### src/rtl/i2c_rx_cnt_pkg.sv
package i2c_rx_cnt_pkg;
    // Default widths shared by the counter, buffer and top.
    localparam int unsigned RX_DATA_W = 8;
    localparam int unsigned RX_CNT_W  = 8;
endpackage

### src/rtl/rx_byte_counter.sv
module rx_byte_counter
    import i2c_rx_cnt_pkg::*;
#(
    parameter int unsigned CNT_W = RX_CNT_W
) (
    input  logic             clk,
    input  logic             rst_n,
    input  logic             load_en,
    input  logic [CNT_W-1:0] load_val,
    input  logic             load_refill,
    input  logic             byte_take,
    output logic [CNT_W-1:0] count,
    output logic             active,
    output logic             refill,
    output logic             done
);
    localparam logic [CNT_W-1:0] ONE = {{(CNT_W-1){1'b0}}, 1'b1};

    typedef struct packed {
        logic [CNT_W-1:0] cnt;
        logic             mode_refill;
        logic             refill;
        logic             done;
    } cnt_state_t;

    cnt_state_t s_d, s_q;

    always_comb begin
        s_d = s_q;
        if (load_en && (load_val != '0)) begin
            s_d.cnt         = load_val;
            s_d.mode_refill = load_refill;
            s_d.refill      = 1'b0;
            s_d.done        = 1'b0;
        end else if (byte_take && (s_q.cnt != '0)) begin
            s_d.cnt = s_q.cnt - ONE;
            if (s_q.cnt == ONE) begin
                if (s_q.mode_refill) begin
                    s_d.refill = 1'b1;
                end else begin
                    s_d.done = 1'b1;
                end
            end
        end
    end

    always_ff @(posedge clk or negedge rst_n) begin
        if (!rst_n) begin
            s_q <= '0;
        end else begin
            s_q <= s_d;
        end
    end

    assign count  = s_q.cnt;
    assign active = (s_q.cnt != '0);
    assign refill = s_q.refill;
    assign done   = s_q.done;
endmodule

### src/rtl/rx_byte_buffer.sv
module rx_byte_buffer
    import i2c_rx_cnt_pkg::*;
#(
    parameter int unsigned DATA_W = RX_DATA_W
) (
    input  logic              clk,
    input  logic              rst_n,
    input  logic              in_vld,
    input  logic [DATA_W-1:0] in_data,
    input  logic              rd,
    output logic [DATA_W-1:0] dat,
    output logic              full,
    output logic              pend
);
    typedef struct packed {
        logic [DATA_W-1:0] dat;
        logic              full;
        logic [DATA_W-1:0] sh;
        logic              sh_full;
    } buf_state_t;

    buf_state_t s_d, s_q;
    logic       rd_ok;

    always_comb begin
        rd_ok = rd && s_q.full;
        s_d   = s_q;
        // Read first: a waiting byte moves up on the read edge.
        if (rd_ok) begin
            if (s_q.sh_full) begin
                s_d.dat     = s_q.sh;
                s_d.sh_full = 1'b0;
            end else begin
                s_d.full = 1'b0;
            end
        end
        // New byte: direct when the register is free this edge, else wait.
        if (in_vld) begin
            if (!s_q.full || (rd_ok && !s_q.sh_full)) begin
                s_d.dat  = in_data;
                s_d.full = 1'b1;
            end else begin
                s_d.sh      = in_data;
                s_d.sh_full = 1'b1;
            end
        end
    end

    always_ff @(posedge clk or negedge rst_n) begin
        if (!rst_n) begin
            s_q <= '0;
        end else begin
            s_q <= s_d;
        end
    end

    assign dat  = s_q.dat;
    assign full = s_q.full;
    assign pend = s_q.sh_full;
endmodule

### src/rtl/i2c_rx_count_ctrl.sv
module i2c_rx_count_ctrl
    import i2c_rx_cnt_pkg::*;
#(
    parameter int unsigned DATA_W = RX_DATA_W,
    parameter int unsigned CNT_W  = RX_CNT_W
) (
    input  logic              clk,
    input  logic              rst_n,
    input  logic              cfg_wr,
    input  logic [CNT_W-1:0]  cfg_count,
    input  logic              cfg_reload,
    input  logic              stretch_en,
    input  logic              byte_vld,
    input  logic [DATA_W-1:0] byte_data,
    input  logic              rd_strobe,
    output logic [DATA_W-1:0] rx_data,
    output logic              rx_valid,
    output logic [CNT_W-1:0]  count_left,
    output logic              refill_req,
    output logic              xfer_done,
    output logic              scl_hold
);
    logic cnt_active;
    logic slot_busy;
    logic take;

    // A byte counts only inside a block and only if the slot is free.
    assign take = byte_vld && cnt_active && !slot_busy;

    rx_byte_counter #(
        .CNT_W (CNT_W)
    ) u_counter (
        .clk         (clk),
        .rst_n       (rst_n),
        .load_en     (cfg_wr),
        .load_val    (cfg_count),
        .load_refill (cfg_reload),
        .byte_take   (take),
        .count       (count_left),
        .active      (cnt_active),
        .refill      (refill_req),
        .done        (xfer_done)
    );

    rx_byte_buffer #(
        .DATA_W (DATA_W)
    ) u_buffer (
        .clk     (clk),
        .rst_n   (rst_n),
        .in_vld  (take),
        .in_data (byte_data),
        .rd      (rd_strobe),
        .dat     (rx_data),
        .full    (rx_valid),
        .pend    (slot_busy)
    );

    assign scl_hold = slot_busy || (refill_req && stretch_en);
endmodule

### config.mk
export PLATFORM = sky130hd
export DESIGN_NAME = i2c_rx_count_ctrl
export DESIGN_NICKNAME = d
export VERILOG_FILES = /design/src/rtl/i2c_rx_cnt_pkg.sv /design/src/rtl/rx_byte_counter.sv /design/src/rtl/rx_byte_buffer.sv /design/src/rtl/i2c_rx_count_ctrl.sv
export SDC_FILE = /design/constraint.sdc
export NUM_CORES = 1
export LEC_CHECK = 0
export ABC_AREA = 1
export BUFFER_PORTS_ARGS = -buffer_cell sky130_fd_sc_hd__buf_4
export CAP_MARGIN = 20
export CORE_AREA = 2 2 81 83
export CTS_BUF_LIST = sky130_fd_sc_hd__clkbuf_8
export DETAILED_ROUTE_END_ITERATION = 10
export DIE_AREA = 0 0 83 85
export MAX_ROUTING_LAYER = met4
export PLACE_DENSITY = 0.47
export SLEW_MARGIN = 20
export SYNTH_ARGS = -nofsm -noshare
export SYNTH_HDL_FRONTEND = slang
export SYNTH_SLANG_ARGS = --single-unit
### constraint.sdc
create_clock -name clk -period 2.1 [get_ports clk]
set_clock_uncertainty 0.05 [all_clocks]
set_input_delay 0.315 -clock clk [delete_from_list [all_inputs] [get_ports clk]]
set_output_delay 0.315 -clock clk [all_outputs]
set_load 0.01 [all_outputs]
==> out/metrics.cfg, run 1 <==
[floorplan]
die_area_um2 = 7055
die_w_um = 83
core_um2 = 6205
die_y_um = 85
initial_core_util = 0.2870
io_pins = 43
num_rows = 29

[worst_setup_path]
cp-start-kind = flip-flop
crit_fanout = 10
cp_data_arrival_time_ps = 1780
reg2reg_to = u_counter.count[1]
endpoint_kind = flip-flop
critPathTopFamily = flip-flops
r2r_start = u_counter.count[0]
r2r_slack_ps = 430
cp_cell_sequence = inv_1 -> ha_1 -> nand2_4 -> o21ai_4 -> nor2_2 -> nand2_1 -> nand3_1
critPathKind = flip-flop to flip-flop
r2r_cells = 7
slowest_stage = dfrtp_1
critical_path.max_stage_delay_ps = 440
crit_buf_inv = 1
required_ps = 2210

[grt]
track_usage = 0.1217
grt_pass1_vias = 1336
grt_overflow_total = 0
grt_max_degree = 30
grt_pass1_wl_mm = 6.541
antenna_found_initial = 0

[route]
vias = 1411
detail_route.iter0.violations = 53
dr.pass1.iters = 6
wirelength_mm = 3.852
drc = 0
post_drt_wl_per_cell_um = 11.67
viasPerCell = 4.276
final_antenna_net_count = 0

[logic_synthesis]
syn_area_um2 = 1780
ys_warn_count = 0
synth_cells = 221
ys_seq_elements = 29
synth_seq_area_share = 0.4076
avgSynthCellArea_um2 = 8.056
synth_cell_types = 25
syn_nets = 246

[timing]
fin_crit_ps = 1669
slew_headroom = 0.6784
fin_setup_tns_ps = 0
fin_crit_sh = 0.7947
hold_ws_ps = 192.5
hold_viol_final = 0
rsz0062_at_grt = no
tightestPinTransition_ps = 482.5
timing.final.max_slew_violations = 0
setup_violations = 0
fmax_mhz = 599.2

[clocking]
cts_tree = built
clock_insertion_delay_worst_skew_ps = 280
cts_resized = 0
postCtsSetupRepairBufs = 0
cts-root-buf = clkbuf_8
htreeDepth = 2
clkSinkCount = 29
cts.path.max_buffers = 2
cts_buffers = 5
hold_buffers = 1
clkTransAtPathRegs_ps = 60

[placed_design]
globalplace.congestion = 0.8166
port-buffer-count = 42
placed_cells = 321
place_hpwl_mm = 2.751

[finish]
antenna_cells = 0
area_delta_synth_final_pct = 19.47
drive_gt1_frac = 0.3043
instances_no_fill = 330
most-common-layout-cells = 68 x nand2_1, 43 x buf_4, 29 x dfrtp_1
nNetsFinal = 277
mostFrequentLayoutCell = nand2_1

[job]
maxCapViolCount = 0

[min_path]
hp-class = input pin to flip-flop
min_from = cfg_reload
min_path_cells = 3
holdPathEnd = u_counter.s_q[2]

[status]
outcome = completed

[power]
irDropWorstVdd_v = 0.0001945
p_leak_nw = 1.116
power_density_nw_per_um2 = 587.1

-- synthesized netlist by cell type --
| cell | n | area (um^2) |
|---|---|---|
| buf_12 | 1 | 20.02 |
| buf_2 | 2 | 10.01 |
| buf_4 | 16 | 120.1 |
| buf_8 | 1 | 15.01 |
| clkinv_1 | 1 | 3.750 |
| dfrtp_1 | 29 | 725.7 |
| ha_1 | 2 | 25.02 |
| inv_1 | 19 | 71.32 |
| inv_2 | 2 | 7.510 |
| nand2_1 | 68 | 255.2 |
| nand2_2 | 6 | 37.54 |
| nand2_4 | 2 | 22.52 |
| nand2_8 | 2 | 40.04 |
| nand3_1 | 27 | 135.1 |
| nand4_1 | 1 | 6.260 |
| nor2_1 | 13 | 48.80 |
| nor2_2 | 1 | 6.260 |
| nor2_4 | 2 | 22.52 |
| o21a_4 | 1 | 15.01 |
| o21ai_0 | 2 | 10.01 |
| o21ai_1 | 7 | 35.03 |
| o21ai_2 | 10 | 87.58 |
| o21ai_4 | 1 | 16.27 |
| xnor2_1 | 4 | 35.03 |
| xor2_1 | 1 | 8.760 |
-- power by group --
part           leakage [nW]  switching [mW]  total [mW]  internal, mW
logic                 0.683           0.104       0.194        0.0908
registers             0.384          0.0304       0.607         0.576
clock network        0.0491           0.223       0.448         0.224
total                  1.12           0.357        1.25         0.891
-- sequential cells by signal, indices dropped and copies added, names as in the netlist --
| signal | count |
|---|---|
| u_buffer.dat | 8 |
| u_counter.s_q | 1 |
| u_buffer.full | 1 |
| u_counter.count | 8 |
| u_buffer.pend | 1 |
| u_counter.refill | 1 |
| u_buffer.s_q | 8 |
| u_counter.done | 1 |
-- how the worst max path moves through the flow --
| stage | from | endpoint | cells after the start |
|---|---|---|---|
| floorplan | u_counter.count[1] | u_buffer.pend | 7 |
| global placement | u_counter.count[0] | u_counter.count[6] | 7 |
| detailed placement | u_counter.count[0] | u_counter.count[3] | 7 |
| CTS | u_counter.count[0] | u_counter.count[3] | 7 |
| global route | u_counter.count[0] | u_counter.refill | 7 |
| finish | u_counter.count[0] | u_counter.count[1] | 7 |
-- logic make-up (layout without fill, tap and decap cells) --
family                   after synthesis  count (layout)  synth area share
AO/OA/AOI/OAI                         21              21           0.09205
XOR/XNOR                               5               5           0.02459
adder cells (fa/ha/maj)                2               2           0.01405
buffers and inverters                 42              74            0.1391
flip-flops                            29              29            0.4076
AND/OR/NAND/NOR                      122             122            0.3226
-- layout make-up --
type / count / area, um^2
Fill cell: 672 / 4078
Multi-Input combinational cell: 150 / 807.0
Sequential cell: 29 / 725.7
Timing Repair Buffer: 44 / 332.8
Tap cell: 77 / 96.34
Inverter: 22 / 82.58
Clock buffer: 5 / 68.82
Clock inverter: 3 / 13.76
-- worst reg2reg max path, cell delays in order (launching register included) --
cell     delay [ps]
dfrtp_1         440
inv_1           120
ha_1            270
nand2_4         100
o21ai_4         300
nor2_2          130
nand2_1          80
nand3_1          60
-- per-stage QoR --
step	util	setup slack [ps]	instance area (um^2)	power (mW)
final	0.3428	431.1	2127	1.249
after global routing	0.3428	328.3	2127	1.320
after CTS	0.3428	418.5	2127	1.271
after detailed placement	0.3279	433.8	2034	0.8135
after global placement	0.3279	457.6	2034	0.8151
after floorplan	-	613.1	1780	0.7379
-- per-layer routing --
layer,track usage,share of wire,up-vias
li1,-,-,742
met2,0.1672,0.42,31
met1,0.1664,0.51,631
met3,0.03113,0.046,7
met5,-,0,-
met4,0.05812,0.023,0
(Power assumes the default switching activity.)
==> inputs of run 2 (changes only) <==
==> constraint.sdc (replaced) <==
create_clock -name clk -period 1.58 [get_ports clk]
set_clock_uncertainty 0.05 [all_clocks]
set_input_delay 0.237 -clock clk [delete_from_list [all_inputs] [get_ports clk]]
set_output_delay 0.237 -clock clk [all_outputs]
set_load 0.01 [all_outputs]
==> out/metrics.cfg, run 2 (same netlist as run 1, synthesis figures left out) <==
[grt]
grt_max_degree = 30  ; unchanged
track_usage = 0.1202  ; was 0.1217
grt_pass1_vias = 1347  ; was 1336
antenna_found_initial = 0  ; unchanged
grt_overflow_total = 0  ; unchanged
grt_pass1_wl_mm = 6.534  ; was 6.541 mm

[finish]
most-common-layout-cells = 68 x nand2_1, 56 x buf_4, 29 x dfrtp_1  ; was 68 x nand2_1, 43 x buf_4, 29 x dfrtp_1
drive_gt1_frac = 0.3358  ; was 0.3043
nNetsFinal = 290  ; was 277
mostFrequentLayoutCell = nand2_1  ; unchanged
finish.instance_area_um2 = 2228  ; was 2127 um^2
antenna_cells = 0  ; unchanged
area_delta_synth_final_pct = 25.16  ; was 19.47%

[placed_design]
place_hpwl_mm = 2.925  ; was 2.751 mm
port-buffer-count = 42  ; unchanged
dpl_cell_area_um2 = 2125  ; was 2034 um^2
globalplace.congestion = 0.7558  ; was 0.8166
dp_slack_ps = 66.78  ; was 433.8 ps

[worst_setup_path]
cp_data_arrival_time_ps = 1630  ; was 1780 ps
cp-start-kind = flip-flop  ; unchanged
critPathKind = flip-flop to flip-flop  ; unchanged
required_ps = 1700  ; was 2210 ps
crit_fanout = 10  ; unchanged
endpoint_kind = flip-flop  ; unchanged

[floorplan]
die_w_um = 83  ; unchanged
num_rows = 29  ; unchanged
core_um2 = 6205  ; unchanged
io_pins = 43  ; unchanged
initial_core_util = 0.2870  ; unchanged
die_area_um2 = 7055  ; unchanged
die_y_um = 85  ; unchanged

[job]
maxCapViolCount = 0  ; unchanged

[route]
dr.pass1.iters = 4  ; was 6
viasPerCell = 4.216  ; was 4.276
wirelength_mm = 3.929  ; was 3.852 mm
drc = 0  ; unchanged
vias = 1442  ; was 1411
post_drt_wl_per_cell_um = 11.49  ; was 11.67 um
detail_route.iter0.violations = 69  ; was 53
final_antenna_net_count = 0  ; unchanged

[timing]
rsz0062_at_grt = no  ; unchanged
hold_viol_final = 0  ; unchanged
tightestPinTransition_ps = 401.9  ; was 482.5 ps
slew_headroom = 0.7321  ; was 0.6784
fmax_mhz = 664.8  ; was 599.2 MHz
timing.final.max_slew_violations = 0  ; unchanged
fin_setup_tns_ps = 0  ; unchanged
fin_ws_ps = 75.81  ; was 431.1 ps
fin_crit_sh = 0.9520  ; was 0.7947
setup_violations = 0  ; unchanged
fin_crit_ps = 1504  ; was 1669 ps

[min_path]
hp-class = input pin to flip-flop  ; unchanged

[clocking]
clock_insertion_delay_worst_skew_ps = 280  ; about the same
cts-root-buf = clkbuf_8  ; unchanged
cts_tree = built  ; unchanged
cts.path.max_buffers = 2  ; unchanged
htreeDepth = 2  ; unchanged
clkSinkCount = 29  ; unchanged
cts_buffers = 5  ; unchanged
clkTransAtPathRegs_ps = 60  ; about the same

[power]
power_density_nw_per_um2 = 770.3  ; was 587.1 nW/um^2
p_leak_nw = 1.178  ; was 1.116 nW
irDropWorstVdd_v = 0.0003478  ; was 0.0001945 V

[status]
outcome = completed  ; unchanged

==> run 2: power breakdown <==
part	internal (mW)	switching [mW]
clock	0.338	0.271
combinational	0.155	0.164
sequential	0.767	0.0228
total	1.26	0.457
==> run 2: final timing paths <==
path / startpoint / end / slack, ps / cells after the start
max: u_counter.count[1] / u_counter.count[3] / 80 / 7
min: cfg_reload / u_counter.s_q[2] / 110 / 3
max reg2reg: u_counter.count[1] / u_counter.count[3] / 80 / 7
min reg2reg: u_buffer.s_q[8] / u_buffer.s_q[8] / 430 / 2
max in group asynchronous: rst_n / u_counter.done / 810 / 2
min in group asynchronous: rst_n / u_counter.count[1] / 370 / 2
==> run 2: through the flow <==
step	total power, mW	hold slack (ps)	std cells	util
floorplan	0.9807	-108.6	221	-
global placement	1.127	147.1	333	0.3424
detailed placement	1.124	146.4	333	0.3424
CTS	1.749	112.3	341	0.3579
global route	1.814	123.9	342	0.3591
finish	1.717	114.8	342	0.3591
==> run 2: metal layers <==
metal	up-vias	track usage	routed length, um
met5	-	-	0
met1	641	0.1554	2006
met2	30	0.1796	1680
met4	0	0.06259	95
met3	7	0.02237	145
li1	764	-	-
==> run 2: layout make-up <==
type,count,area (um^2)
Clock inverter,1,3.754
Clock buffer,6,82.58
Sequential cell,29,725.7
Timing Repair Buffer,57,430.4
Multi-Input combinational cell,150,807.0
Tap cell,77,96.34
Inverter,22,82.58
Fill cell,660,3976
==> run 2: repair_timing <==
| item | in CTS | in global routing |
|---|---|---|
| buffers inserted | 0 | 1 |
| endpoints found under the hold margin | 29 | 0 |
| hold buffers | 1 | 0 |
| resized for setup | 0 | 0 |
| endpoints found under the setup margin | 0 | 8 |
==> run 2: critical path, cell delays in order, from the launching register on <==
cell,delay [ps]
dfrtp_1,390
inv_1,80
ha_1,210
nand2_4,90
o21ai_4,290
nor2_2,140
nand2_1,90
nand3_1,60
==> inputs of run 3 (changes only) <==
--- a/config.mk
+++ b/config.mk
@@ -12,8 +12,8 @@
 export CTS_BUF_LIST = sky130_fd_sc_hd__clkbuf_8
 export DETAILED_ROUTE_END_ITERATION = 10
 export DIE_AREA = 0 0 83 85
+export GPL_ROUTABILITY_DRIVEN = 1
 export MAX_ROUTING_LAYER = met4
-export PLACE_DENSITY = 0.47
 export SLEW_MARGIN = 20
 export SYNTH_ARGS = -nofsm -noshare
 export SYNTH_HDL_FRONTEND = slang
==> out/metrics.cfg, run 3 (same netlist as run 1, synthesis figures left out) <==
[status]
outcome = completed  ; unchanged

[clocking]
htreeDepth = 2  ; unchanged
cts_tree = built  ; unchanged
cts.path.max_buffers = 2  ; unchanged
clkSinkCount = 29  ; unchanged
cts-root-buf = clkbuf_8  ; unchanged
clkTransAtPathRegs_ps = 50  ; was 60 ps
cts_buffers = 5  ; unchanged
clock_insertion_delay_worst_skew_ps = 280  ; about the same

[power]
irDropWorstVdd_v = 0.0003402  ; was 0.0003478 V
total_power_mw = 1.678  ; was 1.717 mW
p_leak_nw = 1.164  ; was 1.178 nW
power_density_nw_per_um2 = 761.8  ; was 770.3 nW/um^2

[timing]
hold_viol_final = 0  ; unchanged
setup_violations = 0  ; unchanged
fin_crit_ps = 1475  ; was 1504 ps
fin_crit_sh = 0.9334  ; was 0.9520
slew_headroom = 0.7422  ; was 0.7321
fmax_mhz = 678.1  ; was 664.8 MHz
rsz0062_at_grt = no  ; unchanged
timing.final.max_slew_violations = 0  ; unchanged
fin_setup_tns_ps = 0  ; unchanged
tightestPinTransition_ps = 386.7  ; was 401.9 ps

[worst_setup_path]
cp_data_arrival_time_ps = 1580  ; was 1630 ps
reg2reg_to = u_counter.count[6]  ; was u_counter.count[3]
r2r_slack_ps = 110  ; was 80 ps
critPathKind = flip-flop to flip-flop  ; unchanged
required_ps = 1680  ; was 1700 ps
r2r_start = u_counter.count[1]  ; unchanged
cp-start-kind = flip-flop  ; unchanged
path_depth = 7  ; unchanged
endpoint = u_counter.count[6]  ; was u_counter.count[3]
critical_path.max_stage_delay_ps = 390  ; about the same
slowest_stage = dfrtp_1  ; unchanged
crit_buf_inv = 1  ; unchanged
critPathTopFamily = flip-flops  ; unchanged
cp-startpoint = u_counter.count[1]  ; unchanged
cp_cell_sequence = inv_1 -> ha_1 -> nand2_4 -> o21ai_4 -> nor2_2 -> nand2_1 -> nand3_1  ; unchanged
crit_fanout = 9  ; was 10
r2r_cells = 7  ; unchanged
endpoint_kind = flip-flop  ; unchanged

[floorplan]
io_pins = 43  ; unchanged
die_y_um = 85  ; unchanged
num_rows = 29  ; unchanged
core_um2 = 6205  ; unchanged
initial_core_util = 0.2870  ; unchanged
die_w_um = 83  ; unchanged
die_area_um2 = 7055  ; unchanged

[route]
final_antenna_net_count = 0  ; unchanged
vias = 1453  ; was 1442
wirelength_mm = 3.813  ; was 3.929 mm
dr.pass1.iters = 4  ; unchanged
post_drt_wl_per_cell_um = 11.21  ; was 11.49 um
viasPerCell = 4.274  ; was 4.216
detail_route.iter0.violations = 121  ; was 69
drc = 0  ; unchanged

[grt]
grt_pass1_vias = 1432  ; was 1347
grt_util_met1 = 0.1559  ; was 0.1554
grt_overflow_total = 0  ; unchanged
antenna_found_initial = 0  ; unchanged
grt_pass1_wl_mm = 6.658  ; was 6.534 mm
met3_usage = 0.03210  ; was 0.02237
met2_usage = 0.1818  ; was 0.1796
track_usage = 0.1203  ; was 0.1202
busiest_layer = met2  ; unchanged
grt_max_degree = 30  ; unchanged

[placed_design]
place_hpwl_mm = 2.900  ; was 2.925 mm
port-buffer-count = 42  ; unchanged
globalplace.congestion = 0.7986  ; was 0.7558

[finish]
antenna_cells = 0  ; unchanged
area_delta_synth_final_pct = 23.68  ; was 25.16%
mostFrequentLayoutCell = nand2_1  ; unchanged
most-common-layout-cells = 68 x nand2_1, 53 x buf_4, 29 x dfrtp_1  ; was 68 x nand2_1, 56 x buf_4, 29 x dfrtp_1
fin_util = 0.3549  ; was 0.3591
nNetsFinal = 287  ; was 290
drive_gt1_frac = 0.3308  ; was 0.3358

[min_path]
hp-class = input pin to flip-flop  ; unchanged

[job]
maxCapViolCount = 0  ; unchanged

## run 3: worst reg2reg max path, delay by kind of cell (launching register included)
family,cells,cell delay [ps]
flip-flops,1,390
adder cells (fa/ha/maj),1,210
AO/OA/AOI/OAI,1,260
AND/OR/NAND/NOR,4,370
buffers and inverters,1,80
## run 3: final cells by class
| class | instances | area [um^2] |
|---|---|---|
| fillers | 645 | 4003 |
| multi-input cells | 150 | 807.0 |
| flip-flops and latches | 29 | 725.7 |
| repair buffers | 54 | 407.9 |
| well taps | 77 | 96.34 |
| inverters | 22 | 82.58 |
| clock buffers | 5 | 68.82 |
| clock inverters | 3 | 13.76 |
## run 3: what timing repair did
action	in CTS	in global routing
hold buffers	1	0
endpoints found under the setup margin	0	9
setup buffers	0	1
endpoints found under the hold margin	29	0
resized for setup	0	0
## run 3: stage by stage
stage,setup slack [ps],hold slack [ps],instances,cell area [um^2]
after CTS,42.26,118.6,339,2195
after floorplan,93.13,-108.6,221,1780
final,105.3,118.6,340,2202
after global placement,124.7,141.1,330,2102
after global routing,11.26,133.7,340,2202
after detailed placement,60.19,143.1,330,2102
## run 3: where the power goes
group | leakage (nW) | internal (mW) | switching [mW] | total (mW)
Combinational | 0.730 | 0.147 | 0.163 | 0.310
Sequential | 0.384 | 0.766 | 0.0227 | 0.789
Clock | 0.0491 | 0.298 | 0.280 | 0.578
Total | 1.16 | 1.21 | 0.466 | 1.68
## run 3: worst min path at each step
stage | from | end | slack, ps | depth (start not counted)
floorplan | rst_n | u_buffer.dat[0] | -110 | 0
global placement | rst_n | u_counter.count[0] | 140 | 1
detailed placement | rst_n | u_counter.count[0] | 140 | 1
CTS | cfg_reload | u_counter.s_q[2] | 120 | 3
global route | cfg_reload | u_counter.s_q[2] | 130 | 3
finish | cfg_reload | u_counter.s_q[2] | 120 | 3
## run 3: metal layers
| metal | vias up | wire length (um) |
|---|---|---|
| li1 | 762 | - |
| met5 | - | 0 |
| met2 | 28 | 1792 |
| met3 | 6 | 116 |
| met1 | 657 | 1846 |
| met4 | 0 | 57 |
